--- config.mk ---
export PLATFORM = sky130hd
export DESIGN_NAME = fsr_status_resp
export DESIGN_NICKNAME = d
export VERILOG_FILES = /design/src/rtl/fsr_pkg.sv /design/src/rtl/fsr_addr_match.sv /design/src/rtl/fsr_toggle_bit.sv /design/src/rtl/fsr_status_resp.sv
export SDC_FILE = /design/constraint.sdc
export NUM_CORES = 1
export LEC_CHECK = 0
export BUFFER_PORTS_ARGS = -buffer_cell sky130_fd_sc_hd__buf_2
export CORE_MARGIN = 4
export CORE_UTILIZATION = 35
export DETAILED_ROUTE_END_ITERATION = 6
export MAX_ROUTING_LAYER = met4
export PLACE_DENSITY = 0.53
export RECOVER_POWER = 100
export SYNTH_ARGS = -nofsm -noshare
export SYNTH_HDL_FRONTEND = slang
export SYNTH_HIERARCHICAL = 1
export SYNTH_SLANG_ARGS = --single-unit
--- constraint.sdc ---
create_clock -name clk -period 4.4 [get_ports clk]
set_clock_uncertainty 0.2 [all_clocks]
set_input_delay 0 -clock clk [delete_from_list [all_inputs] [get_ports clk]]
set_output_delay 0 -clock clk [all_outputs]
set_load 0.02 [all_outputs]
--- src/rtl/fsr_pkg.sv ---
package fsr_pkg;

    typedef enum logic [2:0] {
        ST_IDLE  = 3'd0,
        ST_PROG  = 3'd1,
        ST_ERASE = 3'd2,
        ST_SUSP  = 3'd3,
        ST_SPROG = 3'd4,
        ST_RECOV = 3'd5
    } fsr_state_e;

endpackage

--- src/rtl/fsr_addr_match.sv ---
// Compares two {bank, sector} addresses; CMP_SEC selects bank-only or full compare.
module fsr_addr_match #(
    parameter int BANK_W  = 2,
    parameter int SEC_W   = 3,
    parameter bit CMP_SEC = 1'b0
) (
    input  logic [BANK_W+SEC_W-1:0] a,
    input  logic [BANK_W+SEC_W-1:0] b,
    output logic                    hit
);
    localparam int REG_W = BANK_W + SEC_W;

    logic [REG_W-1:0] mask;

    generate
        if (CMP_SEC) begin : g_full
            assign mask = {REG_W{1'b1}};
        end else begin : g_bank
            assign mask = {{BANK_W{1'b1}}, {SEC_W{1'b0}}};
        end
    endgenerate

    assign hit = ((a ^ b) & mask) == '0;

endmodule

--- src/rtl/fsr_toggle_bit.sv ---
// Status toggle bit: flips when a qualifying read ends, clears on request.
module fsr_toggle_bit (
    input  logic clk,
    input  logic rst_n,
    input  logic clr,
    input  logic rd,
    input  logic qual,
    output logic bit_o
);
    typedef struct packed {
        logic armed;
        logic val;
    } tog_t;

    tog_t d, q;

    always_comb begin
        d       = q;
        d.armed = rd & qual;
        if (q.armed && !rd) begin
            d.val = ~q.val;
        end
        if (clr) begin
            d = '0;
        end
    end

    always_ff @(posedge clk or negedge rst_n) begin
        if (!rst_n) begin
            q <= '0;
        end else begin
            q <= d;
        end
    end

    assign bit_o = q.val;

endmodule

--- src/rtl/fsr_status_resp.sv ---
module fsr_status_resp
    import fsr_pkg::*;
#(
    parameter int BANK_W    = 2,
    parameter int SEC_W     = 3,
    parameter int PROG_CYC  = 700,
    parameter int ERASE_CYC = 40000000,
    parameter int REC_BUSY  = 2000,
    parameter int REC_IDLE  = 50
) (
    input  logic                    clk,
    input  logic                    rst_n,
    input  logic                    dev_reset,
    input  logic                    cs_n,
    input  logic                    oe_n,
    input  logic [BANK_W+SEC_W-1:0] addr,
    input  logic                    op_start,
    input  logic                    op_erase,
    input  logic [BANK_W+SEC_W-1:0] op_addr,
    input  logic                    op_d7,
    input  logic                    op_suspend,
    input  logic                    op_resume,
    output logic                    rdy,
    output logic                    status_sel,
    output logic [7:0]              stat_bits
);
    localparam int REG_W   = BANK_W + SEC_W;
    localparam int MAX_OP  = (PROG_CYC > ERASE_CYC) ? PROG_CYC : ERASE_CYC;
    localparam int MAX_REC = (REC_BUSY > REC_IDLE) ? REC_BUSY : REC_IDLE;
    localparam int MAX_CNT = (MAX_OP > MAX_REC) ? MAX_OP : MAX_REC;
    localparam int CNT_W   = $clog2(MAX_CNT + 1);
    localparam int N_TOG   = 2;

    typedef struct packed {
        fsr_state_e       st;
        logic [REG_W-1:0] pa;
        logic [REG_W-1:0] ea;
        logic             d7;
        logic [CNT_W-1:0] pcnt;
        logic [CNT_W-1:0] ecnt;
        logic [CNT_W-1:0] rcnt;
    } ctl_t;

    localparam ctl_t CTL_RST = '{st: ST_IDLE, default: '0};
    localparam logic [CNT_W-1:0] ONE = CNT_W'(1);

    ctl_t d, q;

    logic             rd;
    logic             hit_pb, hit_eb, hit_es;
    logic             sel_c, b7, busy_st;
    logic [N_TOG-1:0] tq, tb;
    fsr_state_e       st_w;

    assign rd   = !cs_n && !oe_n;
    assign st_w = q.st;

    fsr_addr_match #(.BANK_W(BANK_W), .SEC_W(SEC_W), .CMP_SEC(1'b0)) u_m_pb (
        .a(addr), .b(q.pa), .hit(hit_pb));
    fsr_addr_match #(.BANK_W(BANK_W), .SEC_W(SEC_W), .CMP_SEC(1'b0)) u_m_eb (
        .a(addr), .b(q.ea), .hit(hit_eb));
    fsr_addr_match #(.BANK_W(BANK_W), .SEC_W(SEC_W), .CMP_SEC(1'b1)) u_m_es (
        .a(addr), .b(q.ea), .hit(hit_es));

    // Next-state computation
    always_comb begin
        d = q;
        if (dev_reset && q.st != ST_RECOV) begin
            d.st   = ST_RECOV;
            d.rcnt = (q.st != ST_IDLE) ? CNT_W'(REC_BUSY) : CNT_W'(REC_IDLE);
        end else begin
            unique case (q.st)
                ST_IDLE: begin
                    if (op_start) begin
                        if (op_erase) begin
                            d.st   = ST_ERASE;
                            d.ea   = op_addr;
                            d.ecnt = CNT_W'(ERASE_CYC);
                        end else begin
                            d.st   = ST_PROG;
                            d.pa   = op_addr;
                            d.d7   = op_d7;
                            d.pcnt = CNT_W'(PROG_CYC);
                        end
                    end
                end
                ST_PROG: begin
                    if (q.pcnt == ONE) d.st = ST_IDLE;
                    else               d.pcnt = q.pcnt - ONE;
                end
                ST_ERASE: begin
                    if (op_suspend)         d.st = ST_SUSP;
                    else if (q.ecnt == ONE) d.st = ST_IDLE;
                    else                    d.ecnt = q.ecnt - ONE;
                end
                ST_SUSP: begin
                    if (op_resume) begin
                        d.st = ST_ERASE;
                    end else if (op_start && !op_erase) begin
                        d.st   = ST_SPROG;
                        d.pa   = op_addr;
                        d.d7   = op_d7;
                        d.pcnt = CNT_W'(PROG_CYC);
                    end
                end
                ST_SPROG: begin
                    if (q.pcnt == ONE) d.st = ST_SUSP;
                    else               d.pcnt = q.pcnt - ONE;
                end
                ST_RECOV: begin
                    if (q.rcnt != ONE) d.rcnt = q.rcnt - ONE;
                    else if (!dev_reset) d.st = ST_IDLE;
                end
                default: d = CTL_RST;
            endcase
        end
    end

    always_ff @(posedge clk or negedge rst_n) begin
        if (!rst_n) begin
            q <= CTL_RST;
        end else begin
            q <= d;
        end
    end

    // Read-side decode
    always_comb begin
        sel_c   = 1'b0;
        b7      = 1'b0;
        busy_st = 1'b0;
        unique case (q.st)
            ST_PROG:  begin sel_c = hit_pb; b7 = ~q.d7; busy_st = 1'b1; end
            ST_ERASE: begin sel_c = hit_eb; b7 = 1'b0;  busy_st = 1'b1; end
            ST_SUSP:  begin sel_c = hit_es; b7 = 1'b1;                  end
            ST_SPROG: begin sel_c = hit_pb; b7 = ~q.d7; busy_st = 1'b1; end
            default:  begin end
        endcase
    end

    assign status_sel = rd && sel_c;
    assign tq[0]      = status_sel && busy_st;
    assign tq[1]      = status_sel && (q.st == ST_SUSP);

    generate
        for (genvar g = 0; g < N_TOG; g++) begin : g_tog
            fsr_toggle_bit u_tog (
                .clk   (clk),
                .rst_n (rst_n),
                .clr   (dev_reset),
                .rd    (rd),
                .qual  (tq[g]),
                .bit_o (tb[g])
            );
        end
    endgenerate

    assign rdy       = !(busy_st || q.st == ST_RECOV);
    assign stat_bits = status_sel ? {b7, tb[0], 3'b000, tb[1], 2'b00} : 8'h00;

endmodule

==> flow_summary_export.csv <==
group,metric,value,unit
finish,nNetsFinal,706,
floorplanning,dieArea,18000,um^2
finish,syn2layout_area_growth,13.2,%
timing,slew_headroom,-58.6,%
pwr,power_leakage,0.00271,uW
route,wl_met3,358,um
timing,setup_viol,0,
clock_tree,root_buffer,"clkbuf_16",
finish,drive_gt1_share,8.18,%
grt,antenna_found_initial,0,
critical_path,crit_path_top_delay_cell,"clkbuf_1",
timing,tightest_slew,2380,ps
synthesis,yosys_warnings,6,
route,wl,14000,um
placed_design,dp_hpwl,9680,um
critical_path,start_kind,"register",
timing,drv_slew,44,
grt,grt.overflow.total,0,
placed_design,port_buffers,24,
clock_tree,clock_latency,350,ps
finish,fillCellCount,1601,
critical_path,critPathMaxStageDelay,780,ps
floorplanning,die_y,134,um
timing,hold_viol_final,0,
route,top_layer,"met4",
finish,num_antenna_cells,0,
critical_path,path_delay_family,"buffers and inverters",
timing,max_freq,273,MHz
critical_path,path_buf_inv,3,
clock_tree,cts_tree,"done",
critical_path,critical_path_class,"register to register",
status,violations,"max-capacitance violations, max-slew violations",
pwr,pwr_density_cell,670,nW/um^2
clock_tree,cts_buffers,9,
status,status,"complete, but fails checks",
clock_tree,htree_levels,3,
finish,design_area,6310,um^2
timing,rsz0062_at_grt,"false",
floorplanning,initial_utilization,36.2,%
timing,min_period,3670,ps
job,maxCapViolations,1,
clock_tree,cts_buffer_depth,2,
clock_tree,cts.clk_slew.worst_paths,60,ps
timing,tns,0,ps
floorplanning,die_w,134,um
grt,grt_usage,16.3,%
pwr,ir_worst_vdd,0.285,mV
placed_design,place_area,5880,um^2
critical_path,crit_fanout,23,
critical_path,crit_path_end_kind,"register",
grt,grt_max_degree,52,
hold_path,hp-class,"primary input to register",
floorplanning,rows,45,
clock_tree,cts_sinks,93,
route,vias,4882,
synthesis,syn_area,5580,um^2
timing,finalCritPeriodShare,83.3,%
route,wirelength_met1,6950,um
floorplanning,num_io_pins,30,
synthesis,avgSynthCellArea,8.50,um^2
placed_design,gp_congestion,0.854,
grt,grt_pass1_vias,4709,
route,drtIter0Drc,307,
clock_tree,postCtsSetupBuffers,0,
grt,grt_pass1_wl,23400,um
route,vias_per_cell,5.45,
synthesis,postSynthCellCount,656,
route,ant_nets,0,
route,drc_errors,0,
route,wl_met2,6480,um
floorplanning,core-area,15400,um^2
critical_path,critPathRequiredTime,4430,ps
critical_path,crit_arrival,3690,ps
critical_path,cpMostUsedCell,"nor2_1",
critical_path,crit_chain,"clkbuf_1, nor2_1, a31oi_1, nand2b_1, nor2_1, nand2_1, dlygate4sd3_1, nor2_1, dlygate4sd3_1",
route,drtPass1Iterations,5,
route,wl_per_cell,15.6,um
## routing by layer
metal	global-route usage (%)	vias up
met5	-	-
met4	5.88	0
met3	2.21	14
met2	25.1	71
met1	22.1	2401
li1	-	2396
## what timing repair did
action                                  CTS  global route
endpoints found under the setup margin    0             0
hold buffers                             14             0
resized for setup                         0             0
endpoints found under the hold margin    60             0
## through the flow
| stage | total power (uW) | instances | setup WS, ps | hold WS, ps | util [%] |
|---|---|---|---|---|---|
| 6_report | 4230 | 896 | 735 | 44.6 | 40.9 |
| 3_3_place_gp | 3350 | 866 | 1130 | -171 | 38.1 |
| 5_1_grt | 4600 | 896 | 460 | 67.6 | 40.9 |
| 2_1_floorplan | 2900 | 660 | 1540 | -496 | - |
| 3_5_place_dp | 3380 | 866 | 1040 | -171 | 38.1 |
| 4_1_cts | 4270 | 896 | 925 | 0.00799 | 41.1 |
## layout by cell type (no fill, tap or decap), types with 4 or more instances in the layout
| cell | n |
|---|---|
| nand4_1 | 18 |
| o31ai_1 | 4 |
| nor3b_1 | 5 |
| a22o_1 | 8 |
| o21ai_0 | 47 |
| nor3_1 | 28 |
| a31oi_1 | 6 |
| nand2b_1 | 4 |
| conb_1 | 5 |
| nand4b_1 | 5 |
| xnor2_1 | 21 |
| buf_4 | 5 |
| and2_1 | 4 |
| nand2_1 | 49 |
| dfrtp_1 | 93 |
| clkbuf_16 | 9 |
| nor2_1 | 100 |
| a21oi_1 | 35 |
| or2_2 | 6 |
| ha_1 | 6 |
| or4_1 | 12 |
| buf_2 | 18 |
| nand3_1 | 21 |
| inv_1 | 14 |
| or3_1 | 14 |
| nor4b_1 | 4 |
| xor2_1 | 33 |
| dlygate4sd3_1 | 14 |
| o41ai_1 | 5 |
| nor2b_1 | 7 |
| clkbuf_1 | 10 |
| nor4_1 | 23 |
## tightest hold or removal path, cell delays in order
cell     delay (ps)
buf_2           120
mux2i_1          80
o32ai_1         130
a22oi_1          90
o21ai_0         140
## area by class of cell
type	instances	area [um^2]	area share (%)
clock inverters	4	70.1	1.11
well taps	211	264	4.18
repair buffers	46	302	4.78
multi-input cells	515	3040	48.1
clock buffers	12	256	4.06
flip-flops and latches	93	2330	36.9
inverters	15	56.3	0.892
## where the power goes
| part | leakage (uW) | internal (uW) | switching, uW | total (uW) |
|---|---|---|---|---|
| sequential | 0.00123 | 1160 | 362 | 1530 |
| combinational | 0.00131 | 722 | 1120 | 1840 |
| clock | 0.000163 | 527 | 331 | 858 |
| total | 0.00271 | 2410 | 1820 | 4230 |
## registers in the layout, summed over array words and instances (netlist names)
name	flops
q	86
g_tog.u_tog/bit_o	2
g_tog.u_tog/q	2
st_w	3
## worst paths after layout
kind / start / to / slack [ps] / cells after the start
setup reg to reg: st_w[1]$_DFFE_PN0P_ / g_tog[1].u_tog/q[1]$_DFF_PN0_ / 730 / 9
hold / removal: op_resume / st_w[1]$_DFFE_PN0P_ / 40 / 5
min in group asynchronous: rst_n / q[79]$_DFFE_PN0P_ / 720 / 2
max in group asynchronous: rst_n / q[5]$_DFFE_PN0P_ / 1540 / 3
hold reg to reg: q[53]$_DFFE_PN0P_ / q[53]$_DFFE_PN0P_ / 300 / 2
setup / recovery: st_w[1]$_DFFE_PN0P_ / g_tog[1].u_tog/q[1]$_DFF_PN0_ / 730 / 9
Note: power is estimated with default switching activity, not from simulation.
